**config.mk**
```make
export PLATFORM = sky130hd
export DESIGN_NAME = port_autopart
export DESIGN_NICKNAME = d
export VERILOG_FILES = /design/src/rtl/ap_pkg.sv /design/src/rtl/ap_coll_counter.sv /design/src/rtl/ap_part_fsm.sv /design/src/rtl/port_autopart.sv
export SDC_FILE = /design/constraint.sdc
export NUM_CORES = 1
export LEC_CHECK = 0
export ABC_AREA = 1
export CAP_MARGIN = 10
export CORE_AREA = 2 2 40 70
export CTS_CLUSTER_DIAMETER = 100
export CTS_CLUSTER_SIZE = 28
export DETAILED_ROUTE_END_ITERATION = 10
export DIE_AREA = 0 0 42 72
export HOLD_SLACK_MARGIN = 0.03
export SETUP_SLACK_MARGIN = 0.2
export SLEW_MARGIN = 20
export SYNTH_ARGS = -nofsm -noshare
export SYNTH_HDL_FRONTEND = slang
export SYNTH_SLANG_ARGS = --single-unit
```
**constraint.sdc**
```tcl
create_clock -name clk -period 2.25 [get_ports clk]
set_input_delay 0.675 -clock clk [delete_from_list [all_inputs] [get_ports clk]]
set_output_delay 0.675 -clock clk [all_outputs]
set_load 0.02 [all_outputs]
```
**src/rtl/ap_pkg.sv**
```systemverilog
package ap_pkg;

    typedef enum logic {
        ST_JOINED   = 1'b0,
        ST_ISOLATED = 1'b1
    } part_state_e;

    typedef struct packed {
        logic done;
        logic coll;
        logic tx;
        logic long_ok;
    } pkt_ev_t;

    function automatic int unsigned cnt_width(input int unsigned max_val);
        return $clog2(max_val + 2);
    endfunction

endpackage

```
**src/rtl/ap_coll_counter.sv**
```systemverilog
module ap_coll_counter #(
    parameter int unsigned THR_HI = 64,
    parameter int unsigned CW     = ap_pkg::cnt_width(THR_HI)
) (
    input  logic          clk,
    input  logic          rst,
    input  logic          ev_done,
    input  logic          ev_coll,
    input  logic          hold,
    input  logic          clear,
    input  logic [CW-1:0] limit,
    output logic          hit
);
    logic [CW-1:0] cnt;
    logic [CW-1:0] cnt_nxt;

    always_comb begin
        cnt_nxt = cnt + CW'(1);
        hit     = ev_done && ev_coll && !hold && !clear && (cnt_nxt >= limit);
    end

    always_ff @(posedge clk) begin
        if (rst || clear) begin
            cnt <= '0;
        end else if (ev_done && !hold) begin
            if (ev_coll) begin
                cnt <= hit ? limit : cnt_nxt;
            end else begin
                cnt <= '0;
            end
        end
    end


    cnt_bound_chk: assert property (@(posedge clk) disable iff (rst)
        cnt <= CW'(THR_HI));


    cnt_hold_chk: assert property (@(posedge clk) disable iff (rst)
        (hold && !clear) |=> $stable(cnt));


    cnt_idle_chk: assert property (@(posedge clk) disable iff (rst)
        (!ev_done && !clear) |=> $stable(cnt));
endmodule

```
**src/rtl/ap_part_fsm.sv**
```systemverilog
module ap_part_fsm
    import ap_pkg::*;
(
    input  logic    clk,
    input  logic    rst,
    input  pkt_ev_t ev,
    input  logic    hit,
    input  logic    disable_i,
    output logic    rejoin,
    output logic    isolated,
    output logic    enter_pulse
);
    part_state_e state;

    always_comb begin
        isolated = (state == ST_ISOLATED);
        rejoin   = isolated && ev.done && !ev.coll && ev.tx && ev.long_ok;
    end

    always_ff @(posedge clk) begin
        if (rst) begin
            state       <= ST_JOINED;
            enter_pulse <= 1'b0;
        end else begin
            enter_pulse <= 1'b0;
            if (disable_i) begin
                state <= ST_JOINED;
            end else begin
                unique case (state)
                    ST_JOINED: begin
                        if (hit) begin
                            state       <= ST_ISOLATED;
                            enter_pulse <= 1'b1;
                        end
                    end
                    ST_ISOLATED: begin
                        if (rejoin) state <= ST_JOINED;
                    end
                    default: state <= ST_JOINED;
                endcase
            end
        end
    end


    enter_once_chk: assert property (@(posedge clk) disable iff (rst)
        enter_pulse |-> (isolated && !$past(isolated)));


    enter_single_chk: assert property (@(posedge clk) disable iff (rst)
        enter_pulse |=> !enter_pulse);


    off_clears_chk: assert property (@(posedge clk) disable iff (rst)
        disable_i |=> !isolated);


    stay_isolated_chk: assert property (@(posedge clk) disable iff (rst)
        (isolated && !disable_i && !(ev.done && !ev.coll && ev.tx && ev.long_ok))
        |=> isolated);
endmodule

```
**src/rtl/port_autopart.sv**
```systemverilog
module port_autopart
    import ap_pkg::*;
#(
    parameter int unsigned THR_LO = 32,
    parameter int unsigned THR_HI = 64
) (
    input  logic clk,
    input  logic rst,
    input  logic pkt_end,
    input  logic pkt_coll,
    input  logic pkt_tx,
    input  logic pkt_long,
    input  logic cfg_limit_hi,
    input  logic cfg_disable,
    input  logic rx_active,
    output logic rx_fwd,
    output logic partitioned,
    output logic partition_event
);
    localparam int unsigned CW = cnt_width(THR_HI);
    localparam logic [CW-1:0] LIM_LO = CW'(THR_LO);
    localparam logic [CW-1:0] LIM_HI = CW'(THR_HI);

    pkt_ev_t       ev;
    logic [CW-1:0] limit;
    logic          hit;
    logic          rejoin;
    logic          isolated;

    always_comb begin
        ev    = '{done: pkt_end, coll: pkt_coll, tx: pkt_tx, long_ok: pkt_long};
        limit = cfg_limit_hi ? LIM_HI : LIM_LO;
    end

    ap_coll_counter #(.THR_HI(THR_HI), .CW(CW)) u_cnt (
        .clk     (clk),
        .rst     (rst),
        .ev_done (ev.done),
        .ev_coll (ev.coll),
        .hold    (isolated),
        .clear   (cfg_disable || rejoin),
        .limit   (limit),
        .hit     (hit)
    );

    ap_part_fsm u_fsm (
        .clk         (clk),
        .rst         (rst),
        .ev          (ev),
        .hit         (hit),
        .disable_i   (cfg_disable),
        .rejoin      (rejoin),
        .isolated    (isolated),
        .enter_pulse (partition_event)
    );

    always_comb begin
        partitioned = isolated;
        rx_fwd      = rx_active && !isolated;
    end


    rx_block_chk: assert property (@(posedge clk) disable iff (rst)
        partitioned |-> !rx_fwd);


    rejoin_chk: assert property (@(posedge clk) disable iff (rst)
        (partitioned && pkt_end && !pkt_coll && pkt_tx && pkt_long) |=> !partitioned);
endmodule

```
; ---- Yosys cells after proc, flatten, opt, wreduce, memory -nomap -nowiden
; Index checks and enable logic that the tools add are counted.
; Widths: inputs -> output; s select.
[word_totals]
reg_bits = 9
input_bits = 9
output_inout_bits = 3
word_cells = 29
[op_classes]
add_sub_neg = 1
order_cmp = 1
muxes = 6
n_bitwise = 1
n_reduce_logical = 17
[ops]
columns = operator, n
row1 = $mux 7, 3
row2 = $logic_and 1x1->1, 10
row3 = $add 7x1->7 const B, 1
row4 = $ge 7x7->1, 1
row5 = $logic_not 1->1, 3
row6 = $reduce_or 3->1, 1
row7 = $logic_or 1x1->1, 2
row8 = $mux 1, 2
row9 = $pmux 1 s2, 1
row10 = $reduce_or 2->1, 1
row11 = $not 1->1, 1

; ---- Logic depth before layout (Yosys ltp)
; Gate-level depths: netlist of the first run.
[depth]
depth_word = 10
depth_mapped = 17
depth_no_buf = 17

; ---- Cells and area by module
; Synthesis of the first run repeated with hierarchy kept, for this count alone.
[unflattened]
hier_cells = 150
hier_area_um2 = 928.4
[by_module_without_submodules]
columns = module, n_inst, cells_each, area_each_um2, seq_area_each_um2
row1 = ap_coll_counter, 1, 127, 798.3, 140.1
row2 = ap_part_fsm, 1, 16, 101.3, 40.0
row3 = port_autopart, 1, 7, 28.8, 0.0

; ---- Worst setup path before layout of the first run
; No wires, ideal clock.
[synth_path]
kind = register -> register
from = register u_cnt.cnt[0]
to = register u_cnt.cnt[5]
setup_time_ns = 0.070
arrival_ns = 1.994
required_time_ns = 2.180
slack_ns = 0.186
path_stages_with_launch = 18
n_path_buf = 0
period_less_slack_ns = 2.064
path_cell_list = dfxtp_1 > ha_1 > nand2_2 > clkinv_1 > nand4_1 > xor2_1 > inv_1 > ha_1 > nand2_1 > nor2_1 > nand2_1 > nor2_1 > nand2_1 > nand2_2 > nand2_4 > nand2_1 > nand3_1 > a21oi_1
[synth_via]
elab_chain_cells = 5
[synth_lines]
columns = item, line_no
row1 = "start, declared", ap_coll_counter.sv:14  ; logic [CW-1:0] cnt;
row2 = "start signal, assigned", ap_coll_counter.sv:27  ; cnt <= hit ? limit : cnt_nxt;
row3 = $add 7x1->7 *, ap_coll_counter.sv:18  ; cnt_nxt = cnt + CW'(1);
row4 = $ge 7x7->1, ap_coll_counter.sv:19  ; hit = ev_done && ev_coll && !hold && !clear && (cnt_nxt >= limit);
row5 = $logic_and 1x1->1, ap_coll_counter.sv:19
row6 = $mux 7 *, ap_coll_counter.sv:27
row7 = $mux 7 *, ap_coll_counter.sv:26  ; if (ev_coll) begin
; Mark *: on every way between the ends. The rest lies on a longest branch, timed or not.
; A chain may end at the register's enable or synchronous reset.

; ---- Worst setup path in the final report of the first run
[layout_path]
from = register u_cnt.cnt[1]
to = register u_cnt.cnt[5]
; Same word-level chain as after synthesis.

==> results of run 1 <==
## cells in the mapped netlist, drive strengths merged
library cell and instances:
nand2 22, ha 4, xnor2 1, o22ai 1
dfxtp 9, nor2 8, nor3 2, xor2 1
inv 15, nand4 3, a21oi 8, o21ai 2
clkinv 1, nand3 10
## where the power goes
group / switching [mW] / total (mW) / internal [mW]
registers: 0.00105 / 0.161 / 0.160
logic: 0.0296 / 0.0599 / 0.0303
clock network: 0.0625 / 0.186 / 0.123
## worst min path at each step
| stage | from | to | slack [ns] | cells after the start |
|---|---|---|---|---|
| after detailed placement | u_cnt.cnt[6] | u_cnt.cnt[6] | 0.47 | 2 |
| after floorplan | u_cnt.cnt[6] | u_cnt.cnt[6] | 0.46 | 2 |
| final | u_cnt.cnt[6] | u_cnt.cnt[6] | 0.48 | 2 |
| after global routing | u_cnt.cnt[6] | u_cnt.cnt[6] | 0.51 | 2 |
| after global placement | u_cnt.cnt[6] | u_cnt.cnt[6] | 0.47 | 2 |
| after CTS | u_cnt.cnt[6] | u_cnt.cnt[6] | 0.48 | 2 |
## flip-flops by register name, summed over array words and instances (netlist names)
name,count
u_fsm.enter_pulse,1
u_fsm.isolated,1
u_cnt.cnt,7
## final cells by class
cell class	instances	area, um^2
Timing Repair Buffer	22	203.9
Multi-Input combinational cell	63	404.1
Fill cell	264	1496
Clock buffer	4	45.04
Inverter	16	65.06
Tap cell	26	32.53
Sequential cell	9	185.2
## worst register-to-register path, stage by stage (launching register included)
cell      delay, ns
dfxtp_4        0.36
ha_4           0.14
nand2_4        0.06
clkinv_4       0.05
nand4_1        0.10
xor2_1         0.21
inv_1          0.10
ha_4           0.28
nand2_2        0.05
nor2_1         0.08
nand2_1        0.06
nor2_1         0.10
nand2_1        0.09
nand2_4        0.11
nand2_4        0.09
nand2_1        0.07
nand3_1        0.06
a21oi_1        0.13
## through the flow
step                      worst slack [ns]  area, um^2  utilization (%)  setup TNS [ns]
after detailed placement           -0.2831       785.8            32.30          -1.783
after global placement             -0.2634       785.8            32.30          -1.625
after floorplan                     0.2327       590.6                -               0
after global routing               -0.1399       935.9            38.48         -0.8417
after CTS                          0.02658       932.1            38.32               0
final                              0.05141       935.9            38.48               0
## cells in the final DEF (no fill, tap or decap), types with 2 or more instances in the layout
master and n:
nor2_2 2, clkbuf_8 3, a21oi_1 8, clkdlybuf4s50_1 8, nand4_1 3, nand3_1 9, ha_4 2, nand2_2 2
nand2_4 4, buf_4 11, inv_1 11, inv_2 4, nor2_1 6, ha_1 2, nand2_1 17, dfxtp_1 7
## cell families after synthesis
group	count (synthesis)	synth area share, %
AND/OR/NAND/NOR	45	37.18
buffers and inverters	16	10.26
AO/OA/AOI/OAI	11	10.26
flip-flops	9	30.77
adder cells (fa/ha/maj)	4	8.547
XOR/XNOR	2	2.992
## routing by layer
metal  vias to the layer above  global-route usage [%]  share of wire, %
met5                         -                       0                 0
met4                         0                   5.376               1.7
met3                         4                   1.493               2.6
met2                        14                   25.87                60
met1                       285                   10.24                36
li1                        336                       -                 -
## timing repair
action                                  in CTS  in global routing
endpoints found under the setup margin      10                 10
gates cloned                                 1                  0
resized for setup                           15                  5
endpoints found under the hold margin        0                  0
pin swaps                                   12                  8
setup buffers                                4                  0
==> impl_metrics.tcl, run 1 <==
set metrics [dict create \
    regToRegSetupSlack_ns 0.05 \
    reg2reg_depth 17 \
    power_density_nw_per_um2 434.7 \
    routedWlPerCell_um 10.79 \
    die_area_um2 3024 \
    period_share_pct 97.72 \
    max_slew_margin_pct 76.09 \
    cts_tree "yes" \
    place_inst 131 \
    vdd_drop_max_uv 324.8 \
    port_buffers 11 \
    cts_buffers 3 \
    fin_nets 128 \
    antenna_left 0 \
    ys_top_cells_by_area "dfxtp_1, nand2_1, ha_1, nand3_1, inv_1" \
    clock_latency_ns 0.23 \
    finalSetupViolations 0 \
    grt_max_degree 8 \
    rsz0062_at_grt "true" \
    cp_top_family "simple AND/OR/NAND/NOR gates" \
    die_h_um 72 \
    crit_path_start "u_cnt.cnt[1]" \
    dieWidth_um 42 \
    vias_per_cell 4.564 \
    drive_above_1_share_pct 30.70 \
    antenna_found_initial 0 \
    grtUsageTotal_pct 12.05 \
    worstMarginPinSlew_ns 0.3583 \
    slowest_stage "dfxtp_4" \
    start_util_pct 24.07 \
    r2r-start "u_cnt.cnt[1]" \
    firstDrtPassIters 3 \
    num_rows 24 \
    max_freq_ghz 0.4548 \
    path_clk_slew_ns 0.05 \
    area_delta_synth_final_pct 59.83 \
    cts_root_buf "clkbuf_8" \
    ios 12 \
    gp_congestion 0.7248 \
    avgSynthCellArea_um2 6.731 \
    path_max_fanout 5 \
    synth_top_area_share_pct 30.77 \
    grt-ovfl-total 0 \
    synth_cells 87 \
    syn-num-nets 100 \
    clockBufferDepth 2 \
    vias 639 \
    hold_viol_final 0 \
    finalNonFillerCells 140 \
    cts_hold_buf 0 \
    synth_area_leader_cell "dfxtp_1" \
    cp-endpoint "u_cnt.cnt[5]" \
    worstPathRequired_ns 2.41 \
    end_kind "register" \
    cts.sinks 9 \
    path_class "reg2reg" \
    totalWireLength_um 1511 \
    drc_errors 0 \
    r2r-end "u_cnt.cnt[5]" \
    p_leak_nw 0.4141 \
    crit_cells 17 \
    hpwlAfterDp_um 1110 \
    hp-class "reg2reg" \
    cp_slowest_stage_delay_ns 0.36 \
    h-tree-depth 1 \
    path_cells "ha_4 > nand2_4 > clkinv_4 > nand4_1 > xor2_1 > inv_1 > ha_4 > nand2_2 > nor2_1 > nand2_1 > nor2_1 > nand2_1 > nand2_4 > nand2_4 > nand2_1 > nand3_1 > a21oi_1" \
    hold_ws_ns 0.4766 \
    cp_data_arrival_time_ns 2.36 \
    antennaDiodeCount 0 \
    first_iter_violations 8 \
    finClkSkew_ns 0.005696 \
    fin_total_pwr_uw 406.8 \
    min_period_ns 2.199 \
    ys_seq_elements 9 \
    start_kind "register" \
    synth_cell_type_count 20 \
    fp.coreArea_um2 2432 \
    netlist_area_um2 585.6 \
    synth_warnings 0 \
    cap_violations 0 \
    outcome "complete, no violations" \
    final_max_slew_viol_count 0 \
    grt_pass1_vias 711 \
    grt_pass1_wl_um 2842 \
    seq_area_frac_synth_pct 30.77 \
    path_buf_inv 2 \
]
Power figures use the tool's default switching activity.
==> run 2, diff against run 1 <==
--- a/config.mk
+++ b/config.mk
@@ -6,7 +6,6 @@
 export NUM_CORES = 1
 export LEC_CHECK = 0
 export ABC_AREA = 1
-export CAP_MARGIN = 10
 export CORE_AREA = 2 2 40 70
 export CTS_CLUSTER_DIAMETER = 100
 export CTS_CLUSTER_SIZE = 28
==> results of run 2 <==
The final DEF is identical to that of run 1; final timing and power are the same.
